==> src/rtl/dspc_pkg.sv <==
package dspc_pkg;

    typedef enum logic [3:0] {
        XK_SEQ    = 4'd0,
        XK_EQ     = 4'd1,
        XK_NE     = 4'd2,
        XK_GEZ    = 4'd3,
        XK_LTZ    = 4'd4,
        XK_GTZ    = 4'd5,
        XK_LEZ    = 4'd6,
        XK_GEZ_LK = 4'd7,
        XK_LTZ_LK = 4'd8,
        XK_JMP    = 4'd9,
        XK_JMP_LK = 4'd10,
        XK_JREG   = 4'd11,
        XK_JREG_LK= 4'd12
    } xfer_e;

    typedef enum logic [0:0] {
        ST_RUN = 1'b0
    } pcu_state_e;

endpackage

==> src/rtl/dspc_cond.sv <==
module dspc_cond
    import dspc_pkg::*;
#(
    parameter int XLEN = 32
) (
    input  xfer_e             kind,
    input  logic [XLEN-1:0]   a,
    input  logic [XLEN-1:0]   b,
    output logic              taken
);
    logic neg, zero;

    always_comb begin
        neg  = a[XLEN-1];
        zero = (a == '0);
        taken = 1'b0;
        unique case (kind)
            XK_EQ:                taken = (a == b);
            XK_NE:                taken = (a != b);
            XK_GEZ, XK_GEZ_LK:    taken = !neg;
            XK_LTZ, XK_LTZ_LK:    taken = neg;
            XK_GTZ:               taken = !neg && !zero;
            XK_LEZ:               taken = neg || zero;
            default:              taken = 1'b0;
        endcase
    end
endmodule

==> src/rtl/dspc_target.sv <==
module dspc_target
    import dspc_pkg::*;
#(
    parameter int XLEN  = 32,
    parameter int OFF_W = 16,
    parameter int IDX_W = 26
) (
    input  xfer_e              kind,
    input  logic               taken,
    input  logic [XLEN-1:0]    npc,
    input  logic [OFF_W-1:0]   off,
    input  logic [IDX_W-1:0]   jidx,
    input  logic [XLEN-1:0]    jreg,
    output logic [XLEN-1:0]    after,
    output logic [XLEN-1:0]    ret_addr,
    output logic               is_link,
    output logic               link_to_rd
);
    localparam int REGION_W = XLEN - IDX_W - 2;
    localparam int SEXT_W   = XLEN - OFF_W - 2;

    logic [XLEN-1:0] seq_addr, br_addr, jmp_addr;

    always_comb begin
        seq_addr = npc + XLEN'(4);
        br_addr  = npc + {{SEXT_W{off[OFF_W-1]}}, off, 2'b00};
        jmp_addr = {seq_addr[XLEN-1 -: REGION_W], jidx, 2'b00};
        ret_addr = seq_addr;
        after      = seq_addr;
        is_link    = 1'b0;
        link_to_rd = 1'b0;
        unique case (kind)
            XK_EQ, XK_NE, XK_GEZ, XK_LTZ, XK_GTZ, XK_LEZ:
                after = taken ? br_addr : seq_addr;
            XK_GEZ_LK, XK_LTZ_LK: begin
                after   = taken ? br_addr : seq_addr;
                is_link = 1'b1;
            end
            XK_JMP:    after = jmp_addr;
            XK_JMP_LK: begin
                after   = jmp_addr;
                is_link = 1'b1;
            end
            XK_JREG:   after = jreg;
            XK_JREG_LK: begin
                after      = jreg;
                is_link    = 1'b1;
                link_to_rd = 1'b1;
            end
            default:   after = seq_addr;
        endcase
    end
endmodule

==> src/rtl/dspc_npc_unit.sv <==
module dspc_npc_unit
    import dspc_pkg::*;
#(
    parameter int              XLEN      = 32,
    parameter int              OFF_W     = 16,
    parameter int              IDX_W     = 26,
    parameter int              RA_W      = 5,
    parameter int              LINK_REG  = 31,
    parameter logic [31:0]     RESET_VEC = 32'h0040_0000
) (
    input  logic               clk,
    input  logic               rst,
    input  logic               retire,
    input  logic               exc,
    input  logic [3:0]         xfer_kind,
    input  logic [XLEN-1:0]    opnd_a,
    input  logic [XLEN-1:0]    opnd_b,
    input  logic [OFF_W-1:0]   offset,
    input  logic [IDX_W-1:0]   jidx,
    input  logic [XLEN-1:0]    jreg_val,
    input  logic [RA_W-1:0]    rd_sel,
    output logic [XLEN-1:0]    fetch_pc,
    output logic [XLEN-1:0]    next_pc,
    output logic [XLEN-1:0]    prev_pc,
    output logic               link_we,
    output logic [RA_W-1:0]    link_addr,
    output logic [XLEN-1:0]    link_data
);
    localparam logic [XLEN-1:0] VEC      = XLEN'(RESET_VEC);
    localparam logic [RA_W-1:0] LINK_IDX = RA_W'(LINK_REG);

    xfer_e           kind;
    pcu_state_e      state, state_nx;
    logic            taken, is_link, link_to_rd, advance;
    logic [XLEN-1:0] after, ret_addr;

    assign kind = xfer_e'(xfer_kind);

    dspc_cond #(.XLEN(XLEN)) u_cond (
        .kind  (kind),
        .a     (opnd_a),
        .b     (opnd_b),
        .taken (taken)
    );

    dspc_target #(.XLEN(XLEN), .OFF_W(OFF_W), .IDX_W(IDX_W)) u_tgt (
        .kind       (kind),
        .taken      (taken),
        .npc        (next_pc),
        .off        (offset),
        .jidx       (jidx),
        .jreg       (jreg_val),
        .after      (after),
        .ret_addr   (ret_addr),
        .is_link    (is_link),
        .link_to_rd (link_to_rd)
    );

    // Transition selection: ADVANCE, CANCEL or HOLD, all within RUN.
    always_comb begin
        state_nx = state;
        advance  = 1'b0;
        unique case (state)
            ST_RUN: advance = retire && !exc;
            default: advance = 1'b0;
        endcase
    end

    // State and PC registers.
    always_ff @(posedge clk) begin
        if (rst) begin
            state    <= ST_RUN;
            prev_pc  <= '0;
            fetch_pc <= VEC;
            next_pc  <= VEC + XLEN'(4);
        end else begin
            state <= state_nx;
            if (advance) begin
                prev_pc  <= fetch_pc;
                fetch_pc <= next_pc;
                next_pc  <= after;
            end
        end
    end

    // Link outputs.
    always_comb begin
        link_we   = advance && is_link;
        link_addr = link_to_rd ? rd_sel : LINK_IDX;
        link_data = ret_addr;
    end

    // the shift chain moves by one slot on an advancing retire.
    assert_shift_chain_R2: assert property (@(posedge clk) disable iff (rst)
        (retire && !exc) |=> (fetch_pc == $past(next_pc)) && (prev_pc == $past(fetch_pc)));

    // a cancelled or absent retire leaves the registers untouched.
    assert_hold_on_cancel_R11: assert property (@(posedge clk) disable iff (rst)
        (retire && exc) |=> $stable(fetch_pc) && $stable(next_pc) && $stable(prev_pc));
    assert_hold_idle_R12: assert property (@(posedge clk) disable iff (rst)
        !retire |=> $stable(fetch_pc) && $stable(next_pc) && $stable(prev_pc));

    // a sequential retire queues the successor of the new fetch address.
    assert_seq_step_R3: assert property (@(posedge clk) disable iff (rst)
        (retire && !exc && xfer_kind == 4'd0) |=> next_pc == fetch_pc + XLEN'(4));

    // the return address is one word past the address fetched after the retire.
    assert_link_ret_R9: assert property (@(posedge clk) disable iff (rst)
        link_we |=> $past(link_data) == fetch_pc + XLEN'(4));

    // no link write while an exception is flagged.
    assert_no_link_on_exc_R11: assert property (@(posedge clk) disable iff (rst)
        exc |-> !link_we);
endmodule

==> config.mk <==
export PLATFORM = sky130hd
export DESIGN_NAME = dspc_npc_unit
export DESIGN_NICKNAME = d
export VERILOG_FILES = /design/src/rtl/dspc_pkg.sv /design/src/rtl/dspc_cond.sv /design/src/rtl/dspc_target.sv /design/src/rtl/dspc_npc_unit.sv
export SDC_FILE = /design/constraint.sdc
export NUM_CORES = 1
export LEC_CHECK = 0
export BUFFER_PORTS_ARGS = -buffer_cell sky130_fd_sc_hd__buf_2
export CORE_MARGIN = 3
export CORE_UTILIZATION = 45
export CTS_CLUSTER_SIZE = 28
export DETAILED_ROUTE_END_ITERATION = 12
export HOLD_SLACK_MARGIN = 0.05
export PLACE_DENSITY = 0.79
export SYNTH_ARGS = -nofsm -noshare
export SYNTH_HDL_FRONTEND = slang
export SYNTH_SLANG_ARGS = --single-unit
==> constraint.sdc <==
create_clock -name clk -period 3.4 [get_ports clk]
set_input_delay 1.02 -clock clk [delete_from_list [all_inputs] [get_ports clk]]
set_output_delay 1.02 -clock clk [all_outputs]
set_load 0.02 [all_outputs]
==> summary.md, run 1 <==
| Metric | Value |
|---|---|
| Top cell family by delay on the critical path | `simple AND/OR/NAND/NOR gates` |
| Final wirelength | `between 20 and 30 mm` |
| Syn Area/Cell | `approximately 7.5 um2` |
| Reg2reg start | `next_pc[8]` |
| Tcrit/Tclk final | `0.9754` |
| RSZ-0062 raised after global routing | `false` |
| Slew HR | `0.4263` |
| Hold path startpoint | `prev_pc[23]` |
| Tmin final | `3.316 ns` |
| Leak | `4.386 nW` |
| Antenna Violating Nets Remaining | `0` |
| GRT Total Usage | `0.2982` |
| DR pass1 iterations | `5` |
| Layout cells sized above 1 | `0.3452` |
| CP Cell Sequence | `and4_1 -> and4_1 -> nand4_1 -> nor3_1 -> xor2_1 -> buf_2` |
| Crit-path max FO | `5` |
| Num Clock Sinks | `96` |
| CP peak stage delay | `slightly below 0.4 ns` |
| Clock slew seen by the registers of the worst setup and hold paths | `around 0.070 ns` |
| Detailed placement HPWL | `about 20 mm` |
| Chip height | `approximately 130 um` |
| Io pins | `around 290` |
| Peak supply drop | `about 0.31 mV` |
| Met3 Resource Use GR | `0.05441` |
| Worst Hold Path Cells | `2` |
| Post-Syn Area | `6870 um2` |
| Synth cell types | `just under 70` |
| WHS Endpoint | `prev_pc[23]` |
| Vias in the first global route | `approximately 7800` |
| Clk_lat worst skew | `between 0.3 and 0.4 ns` |
| Critical path launch point type | `register` |
| Die ar. | `between 15000 and 20000 um2` |
| Top cells by area, synth | `dfxtp_1 (28%), nand2_1 (9.8%), a21oi_1 (7.8%), xor2_1 (6.9%), ha_1 (5.5%)` |
| GPL Wtd Cong | `between 0.9 and 1` |
| Total of max-cap violations | `0` |
| Gr busiest metal | `met2` |
| Port bufs | `284` |
| Path depth of the worst reg2reg path | `11` |
| CTS Buf Count | `9` |
| Global-route wire length before repair | `39.97 mm` |
| Core area | `between 10000 and 15000 um2` |
| Status | `finished, final reports clean` |
| Post-CTS Hold Fix Bufs | `0` |
| Initial antenna violation count | `0` |
| Reg2reg end | `next_pc[27]` |
| Clock root cell | `clkbuf_16` |
| CTS tree | `yes` |
| Setup TNS | `0 ns` |
| Register area share after synthesis | `0.2797` |
| Most common cell after layout, fill and taps aside | `buf_2` |
| Yosys top cell by area | `dfxtp_1` |
| Final setup vio count | `0` |
| DR WL/cell | `roughly 18 um` |
| Starting Density | `0.4657` |
| DRT iter0 DRCs | `~660` |
| Slowest cell on crit path | `dfxtp_4` |
| Worst Hold Class | `register to register` |
| Post-synth EDFFs | `0` |
| Reg2reg setup slack | `around 0.55 ns` |
| WP data required | `around 2.4 ns` |
| Synth Register Bits | `between 90 and 100` |
| Layout Nets | `about 1400` |
| M2 GR Usage | `0.5141` |
| Pwr/cell area | `between 300 and 400 nW/um2` |
| Total grt overflow | `0` |
| H-tree levels | `3` |
| Clock buffer depth | `2` |
| Most used cell, CP | `and4_1` |
| Yosys warns | `0` |
| Die X | `129.6 um` |
| Max Fclk | `between 300 and 400 MHz` |
| Total Power | `between 3 and 4 mW` |
| Final hold violations | `0` |
| Largest net degree at the start of global routing | `85` |
| Area Growth Syn to Fin | `38.50%` |
| Arrival time at the worst endpoint | `approximately 2.3 ns` |
| Post-synth ARST share | `0` |
| Top FF cell, synth | `dfxtp_1` |
| CP Capture Type | `output port` |
| CP Class | `register to output port` |
| Tightest Pin Transition | `approximately 0.86 ns` |
| Slew Limit Fails | `0` |
| DR vias | `roughly 8400` |
| Synth top area share | `0.2797` |
| Skew final | `0.01008 ns` |
| Worst Path Buf+Inv | `1` |
| Placement row count | `44` |
| Most used cells in the layout excluding fill and tap cells | `buf_2 (281), nand2_1 (179), a21oi_1 (107)` |
| Synthesized instance count | `around 900` |
| Via density | `between 5 and 6` |
| Met1 Track Usage GR | `0.3787` |
| Syn nets | `1100` |
| DRC | `0` |
==> power breakdown <==
group	switching [mW]	internal, mW	total (mW)
Sequential	0.0434	1.16	1.21
Combinational	0.652	0.470	1.12
Clock	0.482	0.537	1.02
Total	1.18	2.17	3.35
==> layout make-up <==
type / count / area, um2
fill: 1316 / 5239
multi-input combinational: 753 / 4803
timing repair buffer: 386 / 2220
sequential: 96 / 1929
clock buffer: 10 / 239.0
tap: 184 / 230.2
clock inverter: 6 / 57.56
inverter: 9 / 33.78
antenna: 1 / 2.502
==> worst max path at each step <==
stage                    endpoint  startpoint  slack, ns  depth (start not counted)
CTS                   next_pc[30]   offset[0]       0.01                         11
finish              link_data[31]  next_pc[3]       0.08                          6
global route          next_pc[22]   opnd_a[2]       0.01                         13
floorplan             next_pc[30]   offset[0]      0.004                         10
global placement      next_pc[30]   offset[0]      -0.36                         11
detailed placement    next_pc[30]   offset[0]      -0.41                         11
==> metrics by stage <==
step,cells,hold slack [ns],setup slack (ns),util,cell area (um2)
global route,1444,0.4710,0.01104,0.6448,9513
detailed placement,1424,0.4432,-0.4092,0.6144,9065
global placement,1424,0.4391,-0.3558,0.6144,9065
floorplan,918,0.5345,0.004259,-,6878
finish,1445,0.4518,0.08371,0.6449,9515
CTS,1442,0.4525,0.01057,0.6369,9397
==> cells in the mapped netlist (20+ instances only) <==
library cell  instances
nand2_1             179
a21oi_1             107
nor2_1               46
clkbuf_1             46
ha_1                 30
xor2_1               54
nor3_1               20
dfxtp_1              96
nand3_1              22
o21ai_0              33
a221oi_1             25
xnor2_1              33
==> flip-flops by register name, summed over array words and instances, names as in the netlist <==
register / cells
fetch_pc: 32
next_pc: 32
prev_pc: 32
==> worst reg2reg max path, stage by stage, from the launching register on <==
cell and delay, ns:
dfxtp_1 0.54, ha_1 0.32, a2111oi_0 0.40, o21ai_0 0.16
buf_4 0.19, a21oi_1 0.17, o21ai_0 0.13, buf_4 0.17
a31oi_1 0.22, xnor2_1 0.10, a221oi_1 0.28, nor2_1 0.06
==> what timing repair did <==
item,4_1_cts,5_1_grt
pin swaps,0,8
setup buffers,2,2
endpoints found under the setup margin,11,25
resized for setup,7,19
hold endpoints to repair,0,0
==> metal layers <==
metal  wire length (um)  part of all wire
met2              13210              0.50
met1              10400              0.39
met4                648             0.025
met3               2170             0.082
met5                  0                 0
==> cell families after synthesis <==
logic type      count (synthesis)  synth area share
fa+ha+maj                      31           0.05755
simple gates                  366            0.2515
flops                          96            0.2797
buf+inv                        69           0.04116
mux                             2          0.002914
xor+xnor                       87            0.1109
compound gates                267            0.2562
Power figures use the tool's default switching activity.
==> run 2, diff against run 1 <==
--- a/config.mk
+++ b/config.mk
@@ -5,13 +5,14 @@
 export SDC_FILE = /design/constraint.sdc
 export NUM_CORES = 1
 export LEC_CHECK = 0
+export ABC_AREA = 1
 export BUFFER_PORTS_ARGS = -buffer_cell sky130_fd_sc_hd__buf_2
-export CORE_MARGIN = 3
-export CORE_UTILIZATION = 45
+export CORE_MARGIN = 2
+export CORE_UTILIZATION = 46
 export CTS_CLUSTER_SIZE = 28
 export DETAILED_ROUTE_END_ITERATION = 12
 export HOLD_SLACK_MARGIN = 0.05
-export PLACE_DENSITY = 0.79
+export PLACE_DENSITY = 0.78
 export SYNTH_ARGS = -nofsm -noshare
 export SYNTH_HDL_FRONTEND = slang
 export SYNTH_SLANG_ARGS = --single-unit
==> run 2 against run 1 <==
Against the previous run:
- die area grew 8.7%
- clock skew is essentially flat
- fmax grew 0.76%
- hold slack gained 0.042 ns
- setup slack gained 0.025 ns
- critical path depth grew 3
- first-iteration DRC count grew 23%
- via count grew 15%
- total power grew 2.9%
- core utilization shrank 5.0 points
- non-clock buffer count shrank 69
- largest cell class unchanged
==> summary.md, run 2 <==
| Metric | Value |
|---|---|
| Skew final | `0.009729 ns (-0.0003486 ns)` |
| Post-DP Area | `9627 um2 (+6.2%)` |
| Most common cell after layout, fill and taps aside | `nand2_1` |
| Top cells by area, synth | `dfxtp_1 (24%), nand2_1 (16%), nor2_1 (9.8%), a21oi_1 (5.7%), inv_1 (5.6%)` |
| Yosys warns | `0 (unchanged)` |
| Detailed placement HPWL | `24.44 mm (+19%)` |
| Pwr/cell area | `346.9 nW/um2 (-1.4%)` |
| Die X | `135.1 um (+4.2%)` |
| Tightest Pin Transition | `0.7933 ns (-0.06723 ns)` |
| Total Power | `3.445 mW (+2.9%)` |
| Worst Hold Class | `register to register` |
| Post-synth ARST share | `0 (unchanged)` |
| Synth top area share | `0.2432 (-0.03650)` |
| Clk_lat worst skew | `0.35 ns (about the same)` |
| WP data required | `2.38 ns (about the same)` |
| Die ar. | `18240 um2 (+8.7%)` |
| CP Capture Type | `output port` |
| Crit-path max FO | `7 (+2)` |
| Final wirelength | `30.40 mm (+15%)` |
| Port bufs | `284 (unchanged)` |
| Post-CTS Hold Fix Bufs | `0 (unchanged)` |
| Clock slew seen by the registers of the worst setup and hold paths | `0.08 ns (about the same)` |
| Clock root cell | `clkbuf_16` |
| DRT iter0 DRCs | `810 (+23%)` |
| Slew HR | `0.4678 (+0.04155)` |
| Top FF cell, synth | `dfxtp_1` |
| Largest net degree at the start of global routing | `81 (-4.7%)` |
| CP Class | `register to output port` |
| Core area | `16700 um2 (+13%)` |
| Syn Area/Cell | `6.125 um2 (-18%)` |
| Vias in the first global route | `8977 (+16%)` |
| Global-route wire length before repair | `46.30 mm (+16%)` |
| Setup TNS | `0 ns (unchanged)` |
| Yosys top cell by area | `dfxtp_1` |
| Arrival time at the worst endpoint | `2.27 ns (-0.03 ns)` |
| Synth Register Bits | `96 (unchanged)` |
| Leak | `5.242 nW (+20%)` |
| Top flop regs | `fetch_pc: 32 flops, next_pc: 32 flops, prev_pc: 32 flops` |
| Most common cell in the synthesized netlist | `nand2_1` |
| Total grt overflow | `0 (unchanged)` |
| DR pass1 iterations | `5 (unchanged)` |
| Syn nets | `1472 (+34%)` |
| Slew Limit Fails | `0 (unchanged)` |
| Register area share after synthesis | `0.2432 (-0.03650)` |
| Synthesized instance count | `1290 (+41%)` |
| DR vias | `9619 (+15%)` |
| Tmin final | `3.291 ns (-0.02506 ns)` |
| Io pins | `285 (unchanged)` |
| Layout Nets | `1750 (+22%)` |
| CTS Buf Count | `9 (unchanged)` |
| Layout cells sized above 1 | `0.2511 (-0.09413)` |
| DRC | `0 (unchanged)` |
| Via density | `5.365 (-7.7%)` |
| DR WL/cell | `16.95 um (-7.3%)` |
| Num Clock Sinks | `96 (unchanged)` |
| Final setup vio count | `0 (unchanged)` |
| GPL Wtd Cong | `0.9744 (-0.39%)` |
| Antenna Violating Nets Remaining | `0 (unchanged)` |
| N_diodes | `0 (-1)` |
| Post-Syn Area | `7901 um2 (+15%)` |
| Final hold violations | `0 (unchanged)` |
| Total of max-cap violations | `0 (unchanged)` |
| Chip height | `135.1 um (+4.2%)` |
| Worst hold slack | `0.4942 ns (+0.04241 ns)` |
| Peak supply drop | `0.2960 mV (-5.9%)` |
| Critical path launch point type | `register` |
| Max Fclk | `303.8 MHz (+0.76%)` |
| Post-synth EDFFs | `0 (unchanged)` |
| Status | `finished, final reports clean` |
| Clock buffer depth | `2 (unchanged)` |
| Commonest cells post-synth | `nand2_1 (327), nor2_1 (207), inv_1 (118), dfxtp_1 (96), a21oi_1 (90)` |
| RSZ-0062 raised after global routing | `false` |
| FF+latch area | `1927 um2 (-0.13%)` |
| Tcrit/Tclk final | `0.9680 (-0.007372)` |
| CTS tree | `yes` |
| Area occupied by multi-input gates | `5261 um2 (+9.5%)` |
| Design area | `9930 um2 (+4.4%)` |
| Placement row count | `47 (+6.8%)` |
| H-tree levels | `3 (unchanged)` |
| Synth cell types | `49 (-28%)` |
| Most used cells in the layout excluding fill and tap cells | `nand2_1 (327), buf_2 (284), nor2_1 (206)` |
| Filler cells | `1718 (+31%)` |
| Starting Density | `0.4731 (+0.007450)` |
| Area Growth Syn to Fin | `25.67%` |
| Initial antenna violation count | `0 (unchanged)` |
| GRT Total Usage | `0.3245 (+0.02626)` |
run 2: changes by cell type in the layout (fill, tap and decap cells not counted), moves of 28 or more:
| cell | change |
|---|---|
| xor2_1 | -28 |
| nand3_1 | +60 |
| buf_4 | -70 |
| inv_1 | +109 |
| o21ai_0 | +53 |
| nand2_1 | +148 |
| nor2_1 | +161 |
run 2: layout make-up:
type,instances,share of cell area
Clock inverter,7,0.007056
Timing Repair Buffer,317,0.1681
Tap cell,220,0.02772
Sequential cell,96,0.1941
Multi-Input combinational cell,1011,0.5299
Clock buffer,9,0.02268
Inverter,133,0.05053
run 2: per-layer routing:
metal | up-vias | global-route usage | share of wire | routed length (um)
li1 | 4746 | - | - | -
met1 | 4344 | 0.3943 | 0.39 | 11850
met2 | 466 | 0.5759 | 0.49 | 14760
met3 | 63 | 0.05706 | 0.089 | 2707
met4 | 0 | 0.1140 | 0.035 | 1076
met5 | - | 0 | 0 | 0
run 2: what timing repair did:
| item | in CTS | in global routing |
|---|---|---|
| resized for setup | 1 | 3 |
| setup endpoints to repair | 2 | 5 |
| pin swaps | 0 | 0 |
| gates cloned | 0 | 0 |
| setup buffers | 0 | 0 |
run 2: kinds of logic after synthesis:
| kind of cell | after synthesis | share of synthesized area |
|---|---|---|
| AO/OA/AOI/OAI | 223 | 0.1631 |
| XOR/XNOR | 61 | 0.07142 |
| adder cells (fa/ha/maj) | 31 | 0.05004 |
| buffers and inverters | 183 | 0.09216 |
| flip-flops | 96 | 0.2432 |
| AND/OR/NAND/NOR | 696 | 0.3801 |
run 2: path summary, 6_finish.rpt:
check	endpoint	start	cells past startpoint	slack (ns)
worst max-delay path	link_data[28]	next_pc[2]	9	0.11
worst min-delay path	fetch_pc[22]	fetch_pc[22]	2	0.49
worst max register to register	next_pc[29]	next_pc[16]	16	0.91
worst min register to register	fetch_pc[22]	fetch_pc[22]	2	0.49
run 2: power by group:
group	switching [mW]	total [mW]	internal, mW
clock	0.498	1.01	0.516
combinational	0.751	1.17	0.416
sequential	0.0696	1.26	1.19
run 2: worst max-delay path, stage by stage, from the launching register on:
cell,delay [ns]
dfxtp_4,0.41
ha_2,0.25
nand2_1,0.09
nor2_1,0.14
nand2_1,0.15
nor4_4,0.26
nand3_1,0.18
xor2_1,0.18
inv_1,0.08
buf_2,0.17
run 2: stage by stage:
stage,worst slack (ns),utilization,instances
2_1_floorplan,0.3286,-,1290
6_report,0.1088,0.5945,1793
3_3_place_gp,0.3414,0.5764,1777
4_1_cts,0.03912,0.5942,1793
5_1_grt,0.01986,0.5945,1793
3_5_place_dp,0.3147,0.5764,1777
